**config.mk**
```make
export PLATFORM = sky130hd
export DESIGN_NAME = rfsh_seq
export DESIGN_NICKNAME = d
export VERILOG_FILES = /design/src/rtl/rfsh_pkg.sv /design/src/rtl/rfsh_sub_timer.sv /design/src/rtl/rfsh_addr_map.sv /design/src/rtl/rfsh_seq.sv
export SDC_FILE = /design/constraint.sdc
export NUM_CORES = 1
export LEC_CHECK = 0
export BUFFER_PORTS_ARGS = -buffer_cell sky130_fd_sc_hd__buf_2
export CORE_ASPECT_RATIO = 1.5
export CORE_UTILIZATION = 50
export CTS_BUF_LIST = sky130_fd_sc_hd__clkbuf_2
export CTS_CLUSTER_SIZE = 40
export DETAILED_ROUTE_END_ITERATION = 10
export PLACE_DENSITY = 0.69
export SKIP_LAST_GASP = 1
export SLEW_MARGIN = 10
export SYNTH_ARGS = -nofsm -noshare
export SYNTH_HDL_FRONTEND = slang
export SYNTH_SLANG_ARGS = --single-unit
```
**constraint.sdc**
```tcl
create_clock -name clk -period 2.6 [get_ports clk]
set_input_delay 0.39 -clock clk [delete_from_list [all_inputs] [get_ports clk]]
set_output_delay 0.39 -clock clk [all_outputs]
set_load 0.005 [all_outputs]
```
**src/rtl/rfsh_pkg.sv**
```systemverilog
package rfsh_pkg;
  typedef enum logic [1:0] {SEQ_IDLE = 2'd0, SEQ_RUN = 2'd1, SEQ_DRAIN = 2'd2} seq_state_e;
  typedef enum logic [1:0] {SUB_IDLE = 2'd0, SUB_OPEN = 2'd1, SUB_PRECH = 2'd2} sub_state_e;
  localparam logic OP_ACT = 1'b0;
  localparam logic OP_PRE = 1'b1;
endpackage

```
**src/rtl/rfsh_sub_timer.sv**
```systemverilog
module rfsh_sub_timer #(
  parameter int T_RAS = 5,
  parameter int T_RP  = 3,
  parameter int ROW_W = 9
) (
  input  logic             clk,
  input  logic             rst_n,
  input  logic             act_i,
  input  logic             pre_i,
  input  logic [ROW_W-1:0] row_i,
  output logic             pre_due_o,
  output logic             act_ok_o,
  output logic [ROW_W-1:0] row_o
);
  import rfsh_pkg::*;
  localparam int TMAX = (T_RAS > T_RP) ? T_RAS : T_RP;
  localparam int CW   = $clog2(TMAX + 1) + 1;
  localparam logic [CW-1:0] RAS_C = CW'(T_RAS);
  localparam logic [CW-1:0] RP_C  = CW'(T_RP);

  sub_state_e       st;
  logic [CW-1:0]    cnt;
  logic [ROW_W-1:0] row_q;

  always_ff @(posedge clk or negedge rst_n) begin
    if (!rst_n) begin
      st    <= SUB_IDLE;
      cnt   <= '0;
      row_q <= '0;
    end else if (act_i) begin
      st    <= SUB_OPEN;
      cnt   <= CW'(1);
      row_q <= row_i;
    end else if (pre_i) begin
      st  <= SUB_PRECH;
      cnt <= CW'(1);
    end else begin
      case (st)
        SUB_OPEN:  if (cnt < RAS_C) cnt <= cnt + CW'(1);
        SUB_PRECH: if (cnt >= RP_C) st <= SUB_IDLE;
                   else cnt <= cnt + CW'(1);
        default:   cnt <= cnt;
      endcase
    end
  end

  assign pre_due_o = (st == SUB_OPEN) && (cnt >= RAS_C);
  assign act_ok_o  = (st == SUB_IDLE) || ((st == SUB_PRECH) && (cnt >= RP_C));
  assign row_o     = row_q;
endmodule

```
**src/rtl/rfsh_addr_map.sv**
```systemverilog
module rfsh_addr_map #(
  parameter int ROWS  = 16,
  parameter int NSUB  = 8,
  parameter int GRP_W = 6,
  parameter int ROW_W = 9
) (
  input  logic [GRP_W-1:0]          grp_i,
  input  logic [$clog2(ROWS)-1:0]   k_i,
  input  logic                      scatter_i,
  output logic [$clog2(NSUB)-1:0]   sub_o,
  output logic [ROW_W-1:0]          row_o
);
  localparam int SUB_W = $clog2(NSUB);
  localparam int RPS   = ROWS / NSUB;

  always_comb begin
    if (scatter_i) begin
      sub_o = k_i[SUB_W-1:0];
      row_o = ROW_W'(grp_i) * ROW_W'(RPS) + ROW_W'(k_i >> SUB_W);
    end else begin
      sub_o = grp_i[SUB_W-1:0];
      row_o = ROW_W'(grp_i >> SUB_W) * ROW_W'(ROWS) + ROW_W'(k_i);
    end
  end
endmodule

```
**src/rtl/rfsh_seq.sv**
```systemverilog
module rfsh_seq #(
  parameter int ROWS     = 16,
  parameter int NSUB     = 8,
  parameter int BANK_W   = 2,
  parameter int BUNDLE_W = 8,
  parameter int ROW_W    = 9,
  parameter int T_RAS    = 5,
  parameter int T_RP     = 3,
  parameter int T_RRD    = 2
) (
  input  logic                    clk,
  input  logic                    rst_n,
  input  logic                    start_i,
  input  logic [BUNDLE_W-1:0]     bundle_i,
  input  logic                    scatter_i,
  output logic                    busy_o,
  output logic                    done_o,
  output logic                    cmd_valid_o,
  output logic                    cmd_op_o,
  output logic [BANK_W-1:0]       cmd_bank_o,
  output logic [$clog2(NSUB)-1:0] cmd_sub_o,
  output logic [ROW_W-1:0]        cmd_row_o
);
  import rfsh_pkg::*;
  localparam int SUB_W = $clog2(NSUB);
  localparam int KI_W  = $clog2(ROWS);
  localparam int CNT_W = $clog2(ROWS + 1);
  localparam int GRP_W = BUNDLE_W - BANK_W;
  localparam int RRD_W = $clog2(T_RRD + 1) + 1;
  localparam logic [CNT_W-1:0] ROWS_C = CNT_W'(ROWS);
  localparam logic [RRD_W-1:0] RRD_C  = RRD_W'(T_RRD);

  seq_state_e       st;
  logic [GRP_W-1:0]  grp_q;
  logic [BANK_W-1:0] bank_q;
  logic              scat_q;
  logic [CNT_W-1:0]  act_cnt, pre_cnt;
  logic [RRD_W-1:0]  rrd_cnt;
  logic              done_q;

  logic [NSUB-1:0]   pre_due, act_ok, act_v, pre_v;
  logic [ROW_W-1:0]  sub_row [NSUB];
  logic [SUB_W-1:0]  tgt_sub, pre_sel;
  logic [ROW_W-1:0]  tgt_row;
  logic              pre_go, act_go;

  rfsh_addr_map #(.ROWS(ROWS), .NSUB(NSUB), .GRP_W(GRP_W), .ROW_W(ROW_W)) u_map (
    .grp_i(grp_q), .k_i(act_cnt[KI_W-1:0]), .scatter_i(scat_q),
    .sub_o(tgt_sub), .row_o(tgt_row)
  );

  for (genvar g = 0; g < NSUB; g++) begin : g_sub
    assign act_v[g] = act_go && (tgt_sub == SUB_W'(g));
    assign pre_v[g] = pre_go && (pre_sel == SUB_W'(g));
    rfsh_sub_timer #(.T_RAS(T_RAS), .T_RP(T_RP), .ROW_W(ROW_W)) u_tmr (
      .clk(clk), .rst_n(rst_n), .act_i(act_v[g]), .pre_i(pre_v[g]),
      .row_i(tgt_row), .pre_due_o(pre_due[g]), .act_ok_o(act_ok[g]),
      .row_o(sub_row[g])
    );
  end

  always_comb begin
    pre_sel = '0;
    for (int i = NSUB - 1; i >= 0; i--)
      if (pre_due[i]) pre_sel = SUB_W'(i);
  end

  assign pre_go = |pre_due;
  assign act_go = (st == SEQ_RUN) && !pre_go && (act_cnt < ROWS_C) &&
                  act_ok[tgt_sub] && (rrd_cnt >= RRD_C);

  always_ff @(posedge clk or negedge rst_n) begin
    if (!rst_n) begin
      st      <= SEQ_IDLE;
      grp_q   <= '0;
      bank_q  <= '0;
      scat_q  <= 1'b0;
      act_cnt <= '0;
      pre_cnt <= '0;
      done_q  <= 1'b0;
    end else begin
      done_q <= 1'b0;
      case (st)
        SEQ_IDLE: if (start_i) begin
          st      <= SEQ_RUN;
          bank_q  <= bundle_i[BANK_W-1:0];
          grp_q   <= bundle_i[BUNDLE_W-1:BANK_W];
          scat_q  <= scatter_i;
          act_cnt <= '0;
          pre_cnt <= '0;
        end
        SEQ_RUN: begin
          if (act_go) act_cnt <= act_cnt + CNT_W'(1);
          if (pre_go) begin
            pre_cnt <= pre_cnt + CNT_W'(1);
            if (pre_cnt == ROWS_C - CNT_W'(1)) st <= SEQ_DRAIN;
          end
        end
        default: begin
          st     <= SEQ_IDLE;
          done_q <= 1'b1;
        end
      endcase
    end
  end

  always_ff @(posedge clk or negedge rst_n) begin
    if (!rst_n) rrd_cnt <= RRD_C;
    else if (act_go) rrd_cnt <= RRD_W'(1);
    else if (rrd_cnt < RRD_C) rrd_cnt <= rrd_cnt + RRD_W'(1);
  end

  always_ff @(posedge clk or negedge rst_n) begin
    if (!rst_n) begin
      cmd_valid_o <= 1'b0;
      cmd_op_o    <= OP_ACT;
      cmd_sub_o   <= '0;
      cmd_row_o   <= '0;
    end else begin
      cmd_valid_o <= act_go || pre_go;
      cmd_op_o    <= pre_go ? OP_PRE : OP_ACT;
      cmd_sub_o   <= pre_go ? pre_sel : tgt_sub;
      cmd_row_o   <= pre_go ? sub_row[pre_sel] : tgt_row;
    end
  end

  assign busy_o     = (st != SEQ_IDLE);
  assign done_o     = done_q;
  assign cmd_bank_o = bank_q;
endmodule

```
==> results of run 1 <==
## sequential cells by signal, indices dropped and copies added (netlist names)
name and count:
cmd_row_o 7, pre_cnt 5, cmd_op_o 1, cmd_sub_o 3, cmd_bank_o 2, rrd_cnt 3, grp_q 6, scat_q 1
g_sub.u_tmr.cnt 32, g_sub.u_tmr.row_o 56, done_o 1, act_cnt 5, g_sub.u_tmr.st 16, st 2, cmd_valid_o 1
## stage by stage
stage / instance area (um^2) / hold WS [ps] / total power, mW
4_1_cts: 8750 / 148.0 / 3.567
5_1_grt: 9051 / 151.0 / 3.668
3_3_place_gp: 8376 / 397.9 / 2.296
2_1_floorplan: 7667 / 94.41 / 2.239
3_5_place_dp: 8376 / 406.3 / 2.298
6_report: 9051 / 160.6 / 3.527
## cell usage in the layout, fill, tap and decap left out, types with 19 or more instances in the layout
cell type / instances
a21oi_1: 28
buf_2: 26
buf_4: 67
dfrtp_1: 137
ha_1: 46
inv_1: 31
mux2_2: 38
nand2_1: 62
nor2_1: 44
nor3_1: 19
o21ai_0: 27
## cell families (layout without fill, tap and decap cells)
group | count (synthesis) | after routing | synth area share (%)
multiplexers | 69 | 69 | 10.33
flip-flops | 141 | 141 | 46.06
AND/OR/NAND/NOR | 213 | 213 | 14.60
buffers and inverters | 77 | 184 | 4.588
adder cells (fa/ha/maj) | 52 | 52 | 8.490
other | 1 | 3 | 0.04893
AO/OA/AOI/OAI | 142 | 142 | 13.03
XOR/XNOR | 25 | 25 | 2.857
## metal layers
| metal | wire [um] | vias to the layer above | global-route usage (%) | share of wire (%) |
|---|---|---|---|---|
| met3 | 603 | 41 | 4.591 | 3.4 |
| li1 | - | 2730 | - | - |
| met2 | 9406 | 142 | 41.43 | 53 |
| met5 | 0 | - | 0 | 0 |
| met4 | 461 | 0 | 8.786 | 2.6 |
| met1 | 7112 | 2843 | 28.61 | 40 |
## critical path, delay by kind of cell (launching register included)
family	cells	cell delay, ps
flops	1	490
simple gates	1	260
compound gates	2	590
buf+inv	2	390
mux	2	750
## area by class of cell
| cell class | instances | area, um^2 |
|---|---|---|
| tap | 199 | 249.0 |
| timing repair buffer | 113 | 879.6 |
| antenna | 1 | 2.502 |
| multi-input combinational | 503 | 4009 |
| fill | 1273 | 5951 |
| sequential | 141 | 3533 |
| clock inverter | 15 | 146.4 |
| inverter | 39 | 146.4 |
| clock buffer | 17 | 85.08 |
## timing repair
action,4_1_cts,5_1_grt
pin swaps,1,11
setup endpoints to repair,30,104
endpoints found under the hold margin,66,0
hold buffers,11,0
resized for setup,5,54
buffers inserted,1,11
## path summary, 6_finish.rpt
| kind | endpoint | startpoint | depth (start not counted) | slack [ps] |
|---|---|---|---|---|
| worst max-delay path | g_sub[4].u_tmr.row_o[6] | scat_q | 7 | 30 |
| worst min-delay path | g_sub[7].u_tmr.cnt[3] | rst_n | 2 | 160 |
| worst max register to register | g_sub[4].u_tmr.row_o[6] | scat_q | 7 | 30 |
| worst min register to register | rrd_cnt[1] | rrd_cnt[2] | 1 | 500 |
| max in group asynchronous | rrd_cnt[1] | rst_n | 3 | 1720 |
| min in group clk | grp_q[1] | bundle_i[3] | 3 | 420 |
## where the power goes
part | total (mW) | switching, mW | internal [mW]
combinational | 0.0739 | 0.0497 | 0.0242
clock | 1.26 | 0.946 | 0.310
sequential | 2.20 | 0 | 2.20
total | 3.53 | 0.996 | 2.53
==> reports/metrics.csv, run 1 <==
metric,value,unit
drc,0,
ys_top_cells_by_count,"dfrtp_1 (140), nand2_1 (63), ha_1 (52), nor2_1 (44), mux2_2 (43)",
clk_pin_slew,270,ps
cts_tree,yes,
fin_crit,2574,ps
core-area,15000,um^2
drt-total-wl,17.58,mm
min-delay-path-class,in2async,
antenna_found_initial,1,
cp_max_fo,13,
syn_area,7664,um^2
synthFlopType,dfrtp_1,
gp_congestion,0.8444,
synth.largest_area_cell,dfrtp_1,
drv_slew,0,
htreeDepth,4,
cap_violations,0,
synth.most_common_cell,dfrtp_1,
synth_edf_count,0,
via_per_inst,5.599,
worst_ep_arrival_time,3170,ps
num_vias,5756,
crit_required,3200,ps
finalNonFillerCells,1028,
fin_crit_sh,99.01,%
end_kind,flop,
io_pins,30,
slowest_stage,dfrtp_2,
critPathKind,reg2reg,
clock_sinks,141,
slew_headroom,45.58,%
dp_hpwl,12.90,mm
post-route-util,60.33,%
rows,55,
die_y,153.6,um
grt_pass1_wl,29.06,mm
ys_types,64,
async_reset_ff_share,100.0,%
synthTopCellsByArea,"dfrtp_1 (46%), ha_1 (8.5%), mux2_2 (6.3%)",
grt_max_degree,57,
syn_inst,720,
grt_remaining_overflow,0,
p_leak,4.252,nW
setup_ws,25.64,ps
clock.fmax,388.4,MHz
cts_root_buffer,clkbuf_2,
synth-warning-count,0,
status,finished clean,
crit_chain,buf_6 > mux2_2 > a2111oi_2 > a31oi_4 > nor3_2 > buf_4 > mux2_2,
syn_area_per_cell,10.64,um^2
cp_common_cell,mux2_2,
clock_path_buffers,2,
finalSetupTns,0,ps
wl_per_cell,17.10,um
fin_nets,879,
clock_skew,47.56,ps
ys_ff_latch,141,
ant_nets,0,
die_area,15840,um^2
setup_viol,0,
tightest_slew,793.7,ps
drt-initial-drc-count,326,
portBuffers,27,
rsz0062_at_grt,true,
pre_cts_slack,-48.90,ps
numCtsBuffers,17,
ys_seq_area_share,46.06,%
startpoint_type,flop,
fp.dieW,103.1,um
clk_latency,720,ps
drive_gt1_share,30.92,%
start_util,51.08,%
p_per_area,389.7,nW/um^2
drtPass1Iterations,8,
placed_cells,972,
grt_pass1_vias,5909,
yosysTopAreaCellShare,45.71,%
crit_path_max_incr_delay,490,ps
grt_use_total,23.77,%
worst_ir_drop_vdd,0.3245,mV
finalHoldViolations,0,
areaGrowthSynthToFinish,18.11,%
No activity file was read; power rests on OpenSTA's default activity.
==> run 2, diff against run 1 <==
--- a/config.mk
+++ b/config.mk
@@ -12,6 +12,7 @@
 export CTS_CLUSTER_SIZE = 40
 export DETAILED_ROUTE_END_ITERATION = 10
 export PLACE_DENSITY = 0.69
+export SETUP_SLACK_MARGIN = 0.05
 export SKIP_LAST_GASP = 1
 export SLEW_MARGIN = 10
 export SYNTH_ARGS = -nofsm -noshare
==> run 2 against run 1 <==
Effect of this change:
- final cell count up 1.5%
- core utilization up 1.8 points
- combinational power is 4.2% lower
==> reports/metrics.csv, run 2 (synthesis gave the netlist of run 1 again) <==
metric,value,unit
drive_gt1_share,31.67,%
pre_cts_slack,-64.38,ps
tightest_slew,698.8,ps
end_kind,flop,
crit_path_max_incr_delay,550,ps
finalNonFillerCells,1043,
cap_violations,0,
clock_path_buffers,2,
finalHoldViolations,0,
timing.hold.ws,200.9,ps
drtPass1Iterations,6,
cts_root_buffer,clkbuf_2,
min-delay-path-class,in2async,
drc,0,
clock_sinks,141,
areaGrowthSynthToFinish,21.60,%
die_area,15840,um^2
critPathKind,reg2reg,
slowest_stage,a222oi_1,
core-area,15000,um^2
total_power,3.584,mW
io_pins,30,
gp_congestion,0.8744,
r2r_start,g_sub[2].u_tmr.cnt[0],
rsz0062_at_grt,true,
numCtsBuffers,17,
portBuffers,27,
post-route-util,62.12,%
grt_max_degree,63,
worst_ir_drop_vdd,0.3279,mV
antenna_found_initial,1,
largest_reg_flops,56,
drt-initial-drc-count,364,
setup_ws,2.305,ps
p_per_area,384.6,nW/um^2
share_comb_of_total_power,2.0,%
cp_max_fo,5,
start_util,51.08,%
grt_pass1_wl,29.75,mm
seqPwrFrac,61.3,%
p_switching,975.8,uW
p_sw_share,27.23,%
internal-power,2.608,mW
place_area,8356,um^2
placed_cells,971,
crit_required,3220,ps
p_leak,4.368,nW
startpoint,g_sub[2].u_tmr.cnt[0],
clk_latency,760,ps
fp.dieW,103.1,um
ant_nets,0,
grt_pass1_vias,6081,
drv_slew,0,
grt_use_total,24.65,%
grt_remaining_overflow,0,
setup_viol,0,
worst_ep_arrival_time,3210,ps
crit_chain,ha_2 > nor3b_4 > o22ai_4 > a31o_2 > nand2_1 > nor3_2 > buf_4 > a222oi_1 > a211oi_2,
final_cell_mix,"dfrtp_1 (138), buf_4 (69), nand2_1 (63)",
drt-total-wl,18.70,mm
finalSetupTns,0,ps
startpoint_type,flop,
via_per_inst,5.651,
clkPwrFrac,36.7,%
fin_crit,2598,ps
cts_tree,yes,
rrSetupSlack,2,ps
dp_hpwl,13.27,mm
mostFrequentLayoutCell,dfrtp_1,
fin_crit_sh,99.91,%
rows,55,
status,finished clean,
htreeDepth,4,
final_area,9319,um^2
clock.fmax,385.0,MHz
clock_skew,48.32,ps
slew_headroom,52.08,%
clk_pin_slew,240,ps
wl_per_cell,17.93,um
die_y,153.6,um
num_vias,5894,
fin_nets,894,
-- run 2: changes by cell type in the layout (fill, tap and decap cells not counted), sizes merged --
| cell | delta |
|---|---|
| buf | +15 |
| clkinv | -2 |
| bufinv | +1 |
| clkbuf | +1 |
| clkinvlp | +1 |
| inv | -1 |
-- run 2: final timing paths --
path / end / cells past startpoint
setup / recovery: cmd_row_o[4] / 9
hold / removal: g_sub[5].u_tmr.cnt[0] / 2
setup reg to reg: cmd_row_o[4] / 9
hold reg to reg: rrd_cnt[1] / 1
max in group asynchronous: g_sub[5].u_tmr.row_o[0] / 3
min in group clk: grp_q[4] / 3
-- run 2: critical path, delay by kind of cell, from the launching register on --
family          cells  cell delay [ps]
compound gates      4             1140
fa+ha+maj           1              220
buf+inv             1              170
simple gates        3              450
flops               1              480
-- run 2: power groups by stage --
| stage | clock network [mW] | logic, mW | registers [mW] |
|---|---|---|---|
| CTS | 1.33 | 0.0736 | 2.20 |
| finish | 1.32 | 0.0708 | 2.20 |
| global route | 1.44 | 0.0817 | 2.20 |
| detailed placement | 0 | 0.0605 | 2.23 |
| global placement | 0 | 0.0588 | 2.23 |
| floorplan | 0 | 0.00370 | 2.24 |
-- run 2: layer usage --
layer,routed length (um),GRT usage (%),up-vias
met5,0,0,-
met3,642,4.045,51
li1,-,-,2749
met1,7377,29.71,2942
met4,672,10.60,0
met2,10010,42.70,152
-- run 2: cell type report --
class,instances,area (um^2)
Antenna cell,1,2.502
Inverter,39,146.4
Fill cell,1248,5683
Multi-Input combinational cell,503,4106
Sequential cell,141,3532
Clock buffer,18,90.09
Tap cell,199,249.0
Clock inverter,14,146.4
Timing Repair Buffer,128,1046
-- run 2: timing repair --
item                                    4_1_cts  5_1_grt
endpoints found under the hold margin        71        0
pin swaps                                     5       17
gates resized for setup                      22       65
cloned                                        0        2
endpoints found under the setup margin       75      108
hold buffers                                 11        0
buffers inserted                              7       19
==> run 3, diff against run 2 <==
--- a/config.mk
+++ b/config.mk
@@ -11,7 +11,7 @@
 export CTS_BUF_LIST = sky130_fd_sc_hd__clkbuf_2
 export CTS_CLUSTER_SIZE = 40
 export DETAILED_ROUTE_END_ITERATION = 10
-export PLACE_DENSITY = 0.69
+export PLACE_DENSITY = 0.67
 export SETUP_SLACK_MARGIN = 0.05
 export SKIP_LAST_GASP = 1
 export SLEW_MARGIN = 10
==> constraint.sdc (replaced) <==
create_clock -name clk -period 3.2 [get_ports clk]
set_input_delay 0.48 -clock clk [delete_from_list [all_inputs] [get_ports clk]]
set_output_delay 0.48 -clock clk [all_outputs]
set_load 0.005 [all_outputs]
==> run 3 against run 2 <==
Effect of this change:
- clock skew decreased by 11 ps
- largest cell class unchanged
- die area unchanged
- critical endpoint is now g_sub[6].u_tmr.row_o[1]
- final cell count decreased by 5.7%
- critical path depth unchanged
- design area decreased by 9.0%
==> reports/metrics.csv, run 3 (synthesis gave the netlist of run 1 again) <==
metric,value,unit
status,finished clean,
cts_root_buffer,clkbuf_2,
place_area,8100,um^2
gp_congestion,0.8405,
p_leak,4.009,nW
drt-total-wl,17.43,mm
ff2ff_path_depth,9,
critPathKind,reg2reg,
dp_hpwl,13.09,mm
ant_nets,0,
largest_reg_flops,56,
placed_cells,942,
min-delay-start,bundle_i[7],
final_area,8481,um^2
multi_input_area,3791,um^2
cp_max_fo,8,
drtPass1Iterations,5,
clock.fmax,338.1,MHz
startpoint_type,flop,
clk_latency,690,ps
end_kind,flop,
p_per_area,360.4,nW/um^2
startpoint,g_sub[6].u_tmr.cnt[0],
clock_sinks,141,
numCtsBuffers,17,
drc,0,
wl_per_cell,17.72,um
core-area,15000,um^2
areaGrowthSynthToFinish,10.66,%
grt_pass1_wl,29.10,mm
grt_use_total,24.13,%
worst_ir_drop_vdd,0.2182,mV
io_pins,30,
final_cell_mix,"dfrtp_1 (140), nand2_1 (63), ha_1 (52)",
grt_pass1_vias,5856,
fin_nets,835,
holdPathStages,2,
slew_headroom,43.01,%
cts_tree,yes,
rows,55,
start_util,51.08,%
tightest_slew,854.8,ps
post-route-util,56.53,%
num_vias,5623,
total_power,3.057,mW
worst_ep_arrival_time,3570,ps
worstReg2RegEnd,g_sub[6].u_tmr.row_o[1],
grt_max_degree,92,
die_y,153.6,um
rsz0062_at_grt,false,
min-delay-path-class,in2reg,
clk_pin_slew,220,ps
clock_skew,37.67,ps
finalSetupTns,0,ps
via_per_inst,5.714,
rrSetupSlack,240,ps
drv_slew,0,
clock_path_buffers,2,
mostFrequentLayoutCell,dfrtp_1,
drive_gt1_share,22.83,%
fin_crit_sh,92.44,%
fin_crit,2958,ps
register_area,3530,um^2
portBuffers,27,
finalHoldViolations,0,
finalNonFillerCells,984,
antenna_found_initial,1,
r2r_start,g_sub[6].u_tmr.cnt[0],
fill_cells,1339,
htreeDepth,4,
cap_violations,0,
crit_required,3810,ps
crit_path_end,g_sub[6].u_tmr.row_o[1],
setup_viol,0,
die_area,15840,um^2
fp.dieW,103.1,um
drt-initial-drc-count,307,
grt_remaining_overflow,0,
-- run 3: changes by cell type in the layout (fill, tap and decap cells not counted), sizes merged --
| cell | change |
|---|---|
| clkinv | +1 |
| clkbuf | +1 |
| buf | -57 |
| inv | -5 |
| dlygate4sd3 | -2 |
| bufinv | +3 |
-- run 3: metrics by stage --
step           setup WS [ps]  hold slack [ps]
2_1_floorplan          624.0            184.4
3_3_place_gp           281.6            454.8
3_5_place_dp           229.6            466.0
4_1_cts                136.2            2.063
5_1_grt                51.28           0.7028
6_report               242.1            52.73
-- run 3: power by group --
group          total, mW  switching, mW  leakage (nW)  internal (mW)
Sequential          1.78              0          1.92           1.78
Clock               1.22          0.689         0.163          0.527
Combinational     0.0556         0.0394          1.93         0.0162
Total               3.06          0.728          4.01           2.33
-- run 3: metal layers --
metal / vias to the layer above / share of wire (%) / GRT usage (%)
met5: - / 0 / 0
met4: 0 / 3.3 / 10.06
met2: 119 / 54 / 43.52
met3: 44 / 2.9 / 4.091
met1: 2828 / 39 / 27.50
li1: 2632 / - / -
-- run 3: worst min path at each step --
stage	slack, ps	end
finish	50	grp_q[5]
global placement	450	g_sub[7].u_tmr.row_o[4]
detailed placement	470	g_sub[7].u_tmr.row_o[4]
CTS	2	grp_q[5]
global route	0.7	grp_q[5]
floorplan	180	act_cnt[0]
-- run 3: critical path, cell delays in order, from the launching register on --
cell	delay (ps)
dfrtp_1	490
ha_1	240
o31ai_1	440
nor3b_2	390
a2111oi_4	100
a31oi_2	390
or3_1	440
buf_4	240
nand2_1	70
o21ai_1	90
-- run 3: repair_timing --
| item | CTS | global route |
|---|---|---|
| hold buffers | 9 | 0 |
| gates resized for setup | 0 | 1 |
| endpoints found under the setup margin | 0 | 7 |
| endpoints found under the hold margin | 95 | 0 |
| buffers inserted | 0 | 0 |
-- run 3: layout make-up --
cell class	instances	share of cell area, %
diodes	1	0.02951
clock buffers	19	1.121
clock inverters	13	2.213
inverters	39	1.726
multi-input cells	503	44.70
flip-flops and latches	141	41.62
well taps	199	2.936
repair buffers	69	5.651
